[src/rtl/serirq_soft_inject.sv]
module serirq_soft_inject #(
  parameter int IDX_W = 8,
  parameter int DATA_W = 8,
  parameter int SLOTS = 16,
  parameter logic [IDX_W-1:0] CFG_IDX = 8'hF1,
  parameter logic [IDX_W-1:0] INJ_BASE_IDX = 8'hF2
) (
  input  logic              clk,
  input  logic              rst_n,
  input  logic [IDX_W-1:0]  reg_idx,
  input  logic [DATA_W-1:0] reg_wdata,
  input  logic              reg_wr,
  output logic [DATA_W-1:0] reg_rdata,
  input  logic [SLOTS-1:0]  hw_irq,
  output logic [SLOTS-1:0]  slot_active
);
  localparam int BANKS = SLOTS / DATA_W;

  logic [BANKS-1:0][DATA_W-1:0] inj;
  logic                         inj_en;
  logic [BANKS-1:0]             bank_hit;

  always_ff @(posedge clk) begin
    if (!rst_n) inj_en <= 1'b0;
    else if (reg_wr && reg_idx == CFG_IDX) inj_en <= reg_wdata[0];
  end

  for (genvar b = 0; b < BANKS; b++) begin : g_bank
    assign bank_hit[b] = (reg_idx == INJ_BASE_IDX + IDX_W'(b));
    always_ff @(posedge clk) begin
      if (!rst_n) inj[b] <= '1;
      else if (reg_wr && bank_hit[b]) inj[b] <= reg_wdata;
    end
  end

  always_comb begin
    reg_rdata = '0;
    if (reg_idx == CFG_IDX) reg_rdata[0] = inj_en;
    for (int b = 0; b < BANKS; b++)
      if (bank_hit[b]) reg_rdata = inj[b];
  end

  assign slot_active = hw_irq | (~inj & {SLOTS{inj_en}});
endmodule

[config.mk]
export PLATFORM = sky130hd
export DESIGN_NAME = serirq_soft_inject
export DESIGN_NICKNAME = d
export VERILOG_FILES = /design/src/rtl/serirq_soft_inject.sv
export SDC_FILE = /design/constraint.sdc
export NUM_CORES = 1
export LEC_CHECK = 0
export ABC_AREA = 1
export BUFFER_PORTS_ARGS = -buffer_cell sky130_fd_sc_hd__buf_2
export CORE_MARGIN = 3
export CORE_UTILIZATION = 30
export CTS_CLUSTER_SIZE = 28
export DETAILED_ROUTE_END_ITERATION = 16
export SYNTH_ARGS = -nofsm -noshare
export SYNTH_HDL_FRONTEND = slang
export SYNTH_SLANG_ARGS = --single-unit
[constraint.sdc]
create_clock -name clk -period 1.21 [get_ports clk]
set_clock_uncertainty 0.05 [all_clocks]
set_input_delay 0.0605 -clock clk [delete_from_list [all_inputs] [get_ports clk]]
set_output_delay 0.0605 -clock clk [all_outputs]
set_load 0.005 [all_outputs]
==> results of run 1 <==
## worst register-to-register path, delay by kind of cell, from the launching register on
kind                   cells  cell delay (ns)
flip-flops                 1             0.34
AND/OR/NAND/NOR            2             0.08
buffers and inverters      3             0.27
## timing repair
| item | in CTS | in global routing |
|---|---|---|
| gates cloned | 0 | 1 |
| resized for setup | 4 | 4 |
| endpoints found under the setup margin | 16 | 24 |
| hold endpoints to repair | 3 | 0 |
| pin swaps | 0 | 3 |
| hold buffers | 3 | 0 |
## sequential cells by signal (all words and copies together), names as in the netlist
| signal | count |
|---|---|
| inj_en | 1 |
| inj | 16 |
## cells in the mapped netlist, drive strengths merged
master / n / area (um2)
nor2: 6 / 55.1
clkbuf: 4 / 15.0
dfxtp: 17 / 340
and2: 2 / 12.5
nand3: 21 / 128
nand4: 17 / 106
inv: 6 / 22.5
buf: 6 / 51.3
o21bai: 16 / 120
nand2: 47 / 186
clkinv: 1 / 3.75
## where the power goes
group	switching, mW	total [mW]	internal, mW
clock	0.174	0.302	0.128
combinational	0.0912	0.189	0.0973
sequential	0.00102	0.561	0.560
## cells in the final DEF, fill, tap and decap left out
cell / n
buf_2: 58
buf_6: 1
o21bai_1: 16
nand3_1: 18
buf_4: 6
inv_1: 6
nor2_8: 2
nor2_1: 4
nand2_1: 43
clkbuf_4: 3
dlygate4sd3_1: 3
nand2_2: 4
dfxtp_1: 16
nand3_4: 1
buf_8: 1
dfxtp_2: 1
clkbuf_1: 1
clkbuf_16: 1
nand4_1: 17
inv_4: 1
nand3_2: 2
and2_2: 2
## kinds of logic after synthesis
logic type	synth area share, %
AO/OA/AOI/OAI	11.5
flip-flops	32.7
buffers and inverters	8.89
AND/OR/NAND/NOR	46.9
## metal layers
layer  up-vias  wire length (um)  GRT usage, %
met5         -                 0             0
li1        618                 -             -
met2        37              1570          27.5
met1       510              1300          17.4
met4         0                 0          2.64
met3         0               187          3.99
## path summary, 6_finish.rpt
kind | from | to | slack [ns] | cells past startpoint
setup reg to reg | inj_en$_SDFFE_PN0P_ | inj_en$_SDFFE_PN0P_ | 0.39 | 5
hold reg to reg | inj[10]$_SDFFE_PN1P_ | inj[10]$_SDFFE_PN1P_ | 0.44 | 2
setup / recovery | inj_en$_SDFFE_PN0P_ | reg_rdata[0] | 0.02 | 5
hold / removal | reg_wdata[5] | inj[13]$_SDFFE_PN1P_ | 0.01 | 3
## final cells by class
| cell class | count | area [um2] | share of cell area, % |
|---|---|---|---|
| well taps | 44 | 55.1 | 3.72 |
| repair buffers | 70 | 417 | 28.2 |
| inverters | 7 | 28.8 | 1.95 |
| clock buffers | 4 | 26.3 | 1.78 |
| multi-input cells | 109 | 611 | 41.3 |
| flip-flops and latches | 17 | 342 | 23.1 |
## per-stage QoR
stage | worst slack, ns | power, mW | utilization (%) | TNS, ns
4_1_cts | 0.00347 | 1.07 | 45.5 | 0
5_1_grt | -0.0599 | 1.11 | 46.5 | -0.525
3_3_place_gp | 0.00819 | 0.754 | 43.4 | 0
2_1_floorplan | 0.269 | 0.659 | - | 0
3_5_place_dp | 0.00876 | 0.755 | 43.4 | 0
6_report | 0.0171 | 1.05 | 46.5 | 0
==> results.md, run 1 <==
- Post-Layout Inst Area: 1480 um2
- Final #Nets: 243
- Max stage delay on crit path: 0.35 ns
- Total track usage: 15.0%
- Post-synthesis cell area: 1040 um2
- Worst-case clock buffer depth: 2
- Placed cell count: 243
- Yosys reg bits: 17
- Initial Utilization: 32.8%
- Wire per inst: 12.2 um
- Die height: 64.9 um
- Vias in the first global route: 1068
- Worst-margin pin slew: 0.323 ns
- IO Pins: 59
- GRT Residual Overflow: 0
- Number of setup buffers added after CTS: 0
- Syn_area_per_cell: 7.28 um2
- Synthesized Nets: 178
- PortBufs: 58
- DR vias: 1165
- Share of cells above drive strength 1: 40.1%
- Seq/Total Area, Yosys: 32.7%
- Worst endpoint data arrival time: 1.08 ns
- Minimum clock period: 1.19 ns
- Period utilization: 98.6%
- Post-DP Area: 1380 um2
- Layout fillers: 345
- Row count: 20
- P_leak: 0.804 nW
- Clock transition at path regs: 0.10 ns
- Critical path startpoint category: flop
- Die ar.: 4210 um2
- CTS Sinks: 17
- Largest net degree at the start of global routing: 18
- First-pass GRT wire length: 4960 um
- Layout area overhead: 42.1%
- Setup CP Type: reg2out
- DR iter-0 viols: 49
- Family with the most delay on the worst path: flip-flops
- Via-per-instance ratio: 4.64
- HPWL Detailed: 2210 um
- Hold Crit Class: in2reg
- Pre-antenna DRT Iters: 4
- Fin. Hold Viols: 0
- Core Region: 3180 um2
- H-Tree Depth: 1
- Critical Path Slowest Stage Cell: dfxtp_2
- Cell count after synthesis: 143
- PD cells: 712 nW/um2
- MaxCap Viol Count: 0
- Max-slew violations: 0
- VDD IR max: 0.000545 V
- Die X: 64.9 um
- GP Congestion: 0.798
- Skew-Pair Late Insertion Delay: 0.28 ns
- Status: completed
- Worst path bufs/invs: 2
- Worst EP required: 1.10 ns
- Max Clk Rate: 838 MHz
- Hold Worst Slack: 0.0100 ns
- DRC: 0
- Detailed Route WL: 3060 um
- Final ANT Viol Nets: 0
- Number of buffers created by CTS: 3
- Root cell of the clock tree: clkbuf_4
- Antenna Cells: 0
- Slew margin rel.: 78.4%
- Crit-path max FO: 4
- Worst-path cell chain: inv_4 -> nor2_1 -> nand3_1 -> nand3_2 -> buf_2
- RSZ-0062 raised after global routing: true
- CTS tree: built
- Final std cells w/o fill: 251
- Initial antenna violation count: 0
- Final Setup Violations: 0
- Critical Path End Type: primary output
- Post-synth cell types: 17
- Synth warnings: 0
No activity file was read; power rests on OpenSTA's default activity.
==> inputs of run 2 (changes only) <==
--- a/config.mk
+++ b/config.mk
@@ -11,6 +11,7 @@
 export CORE_UTILIZATION = 30
 export CTS_CLUSTER_SIZE = 28
 export DETAILED_ROUTE_END_ITERATION = 16
+export PLACE_DENSITY_LB_ADDON = 0.08
 export SYNTH_ARGS = -nofsm -noshare
 export SYNTH_HDL_FRONTEND = slang
 export SYNTH_SLANG_ARGS = --single-unit
==> results.md, run 2 (same netlist as run 1, synthesis figures left out) <==
- Minimum clock period: 1.19 ns (-0.00274 ns)
- Worst-case clock buffer depth: 2 (unchanged)
- Sequential Power Share: 53.6% (+0.3 points)
- Share of cells above drive strength 1: 41.1% (+1.1 points)
- Final Setup Violations: 0 (unchanged)
- Gate power share: 17.6% (-0.3 points)
- Root cell of the clock tree: clkbuf_4
- CTS Sinks: 17 (unchanged)
- HPWL Detailed: 2460 um (+11%)
- Antenna Cells: 0 (unchanged)
- PortBufs: 58 (unchanged)
- Slew margin rel.: 78.1% (-0.38 points)
- Largest registers: inj x16, inj_en x1
- CP startpoint: inj_en$_SDFFE_PN0P_
- Reg-to-reg startpoint: inj_en$_SDFFE_PN0P_
- Largest net degree at the start of global routing: 19 (+1)
- Commonest non-fill, non-tap cell in the layout: buf_2
- Clock power frac: 28.8% (about the same)
- Row count: 20 (unchanged)
- Skew-Pair Late Insertion Delay: 0.28 ns (about the same)
- Period utilization: 98.4% (-0.23 points)
- Initial Utilization: 32.8% (unchanged)
- GRT Residual Overflow: 0 (unchanged)
- Most frequent cells in the layout: 58 x buf_2, 43 x nand2_1, 18 x nand3_1
- Number of buffers created by CTS: 3 (unchanged)
- Final setup TNS: 0 ns (unchanged)
- Max reg flops: 16 (unchanged)
- Crit-path max FO: 4 (unchanged)
- Hold Worst Slack: 0.00164 ns (-0.00837 ns)
- Worst EP required: 1.10 ns (about the same)
- Worst-margin pin slew: 0.329 ns (+0.00564 ns)
- Number of setup buffers added after CTS: 0 (unchanged)
- P_sw: 271 uW (+1.7%)
- Via-per-instance ratio: 4.73 (+1.8%)
- RSZ-0062 raised after global routing: true
- IO Pins: 59 (unchanged)
- Max-slew violations: 0 (unchanged)
- CTS tree: built
- Final ANT Viol Nets: 0 (unchanged)
- Clock transition at path regs: 0.10 ns (about the same)
- Reg2reg end: inj_en$_SDFFE_PN0P_
- Vias in the first global route: 1191 (+12%)
- Final #Nets: 245 (+0.82%)
- PD cells: 704 nW/um2 (-1.1%)
- Die ar.: 4210 um2 (unchanged)
- Critical path startpoint category: flop
- P_leak: 0.818 nW (+1.8%)
- H-Tree Depth: 1 (unchanged)
- VDD IR max: 0.000277 V (-49%)
- Initial antenna violation count: 0 (unchanged)
- Sw Ratio: 25.9% (+0.56 points)
- DR vias: 1196 (+2.7%)
- Pre-antenna DRT Iters: 4 (unchanged)
- Critical Path End: slot_active[7]
- Register with the most flip-flops: inj
- Fin. Hold Viols: 0 (unchanged)
- R2R cell count: 5 (unchanged)
- Core Region: 3180 um2 (unchanged)
- First-pass GRT wire length: 5280 um (+6.4%)
- Max Clk Rate: 840 MHz (+0.23%)
- DR iter-0 viols: 42 (-14%)
- Setup CP Type: reg2out
- Hold Crit Class: in2reg
- Worst endpoint data arrival time: 1.08 ns (about the same)
- Reg2Reg Setup Slack: 0.38 ns (about the same)
- Critical Path End Type: primary output
- Detailed Route WL: 3190 um (+4.4%)
- Die X: 64.9 um (unchanged)
- Total power: 1.05 mW (-0.50%)
- Cell internal pwr: 776 uW (-1.2%)
- Layout area overhead: 42.9%
- Die height: 64.9 um (unchanged)
- Total track usage: 15.7% (+0.70 points)
- Wire per inst: 12.6 um (+3.6%)
- MaxCap Viol Count: 0 (unchanged)
- DRC: 0 (unchanged)
- Status: completed
- GP Congestion: 0.721 (-9.7%)
==> run 2: changes by cell type in the layout (fill, tap and decap cells not counted), sizes merged <==
cell	delta
buf	+4
clkbuf	-1
clkinv	+1
dlygate4sd3	-2
==> run 2: power groups by stage <==
stage	registers, mW	clock network, mW	logic, mW
CTS	0.562	0.312	0.186
finish	0.562	0.301	0.184
global placement	0.574	0	0.179
floorplan	0.574	0	0.0845
detailed placement	0.574	0	0.183
global route	0.562	0.323	0.207
==> run 2: repair_timing <==
item | in CTS | in global routing
hold endpoints to repair | 1 | 0
gates cloned | 0 | 1
gates resized for setup | 4 | 2
pin swaps | 0 | 4
hold buffers | 1 | 0
setup endpoints to repair | 16 | 17
==> run 2: cell type report <==
class | count | area [um2]
Tap cell | 44 | 55.1
Timing Repair Buffer | 72 | 427
Inverter | 7 | 28.8
Clock inverter | 1 | 5.00
Clock buffer | 3 | 22.5
Sequential cell | 17 | 342
Multi-Input combinational cell | 109 | 608
Fill cell | 343 | 1690
==> run 2: worst min path at each step <==
| stage | cells after the start | endpoint | startpoint |
|---|---|---|---|
| after floorplan | 1 | slot_active[0] | hw_irq[0] |
| after global placement | 3 | inj[5]$_SDFFE_PN1P_ | reg_wdata[5] |
| after detailed placement | 3 | inj[7]$_SDFFE_PN1P_ | reg_wdata[7] |
| after CTS | 3 | inj[13]$_SDFFE_PN1P_ | reg_wdata[5] |
| after global routing | 3 | inj[13]$_SDFFE_PN1P_ | reg_wdata[5] |
| final | 3 | inj[5]$_SDFFE_PN1P_ | reg_wdata[5] |
==> run 2: metal layers <==
metal | track usage [%] | vias to the layer above | part of all wire [%]
met3 | 1.73 | 2 | 4.7
met5 | 0 | - | 0
li1 | - | 618 | -
met2 | 28.2 | 31 | 51
met1 | 18.8 | 545 | 44
met4 | 6.07 | 0 | 0.91
==> run 2: worst max-delay path: stages, from the launching register on <==
cell and delay, ns:
dfxtp_2 0.35, inv_4 0.05, clkbuf_16 0.15, o21bai_1 0.12, buf_2 0.13
==> run 2: stage by stage <==
stage / util [%] / setup slack (ns) / instances / cell area (um2)
after floorplan: - / 0.269 / 143 / 1040
after global placement: 44.4 / 0.0791 / 247 / 1410
after detailed placement: 44.4 / 0.0663 / 247 / 1410
after CTS: 45.9 / 0.00324 / 252 / 1460
after global routing: 46.8 / -0.0624 / 253 / 1490
final: 46.8 / 0.0198 / 253 / 1490
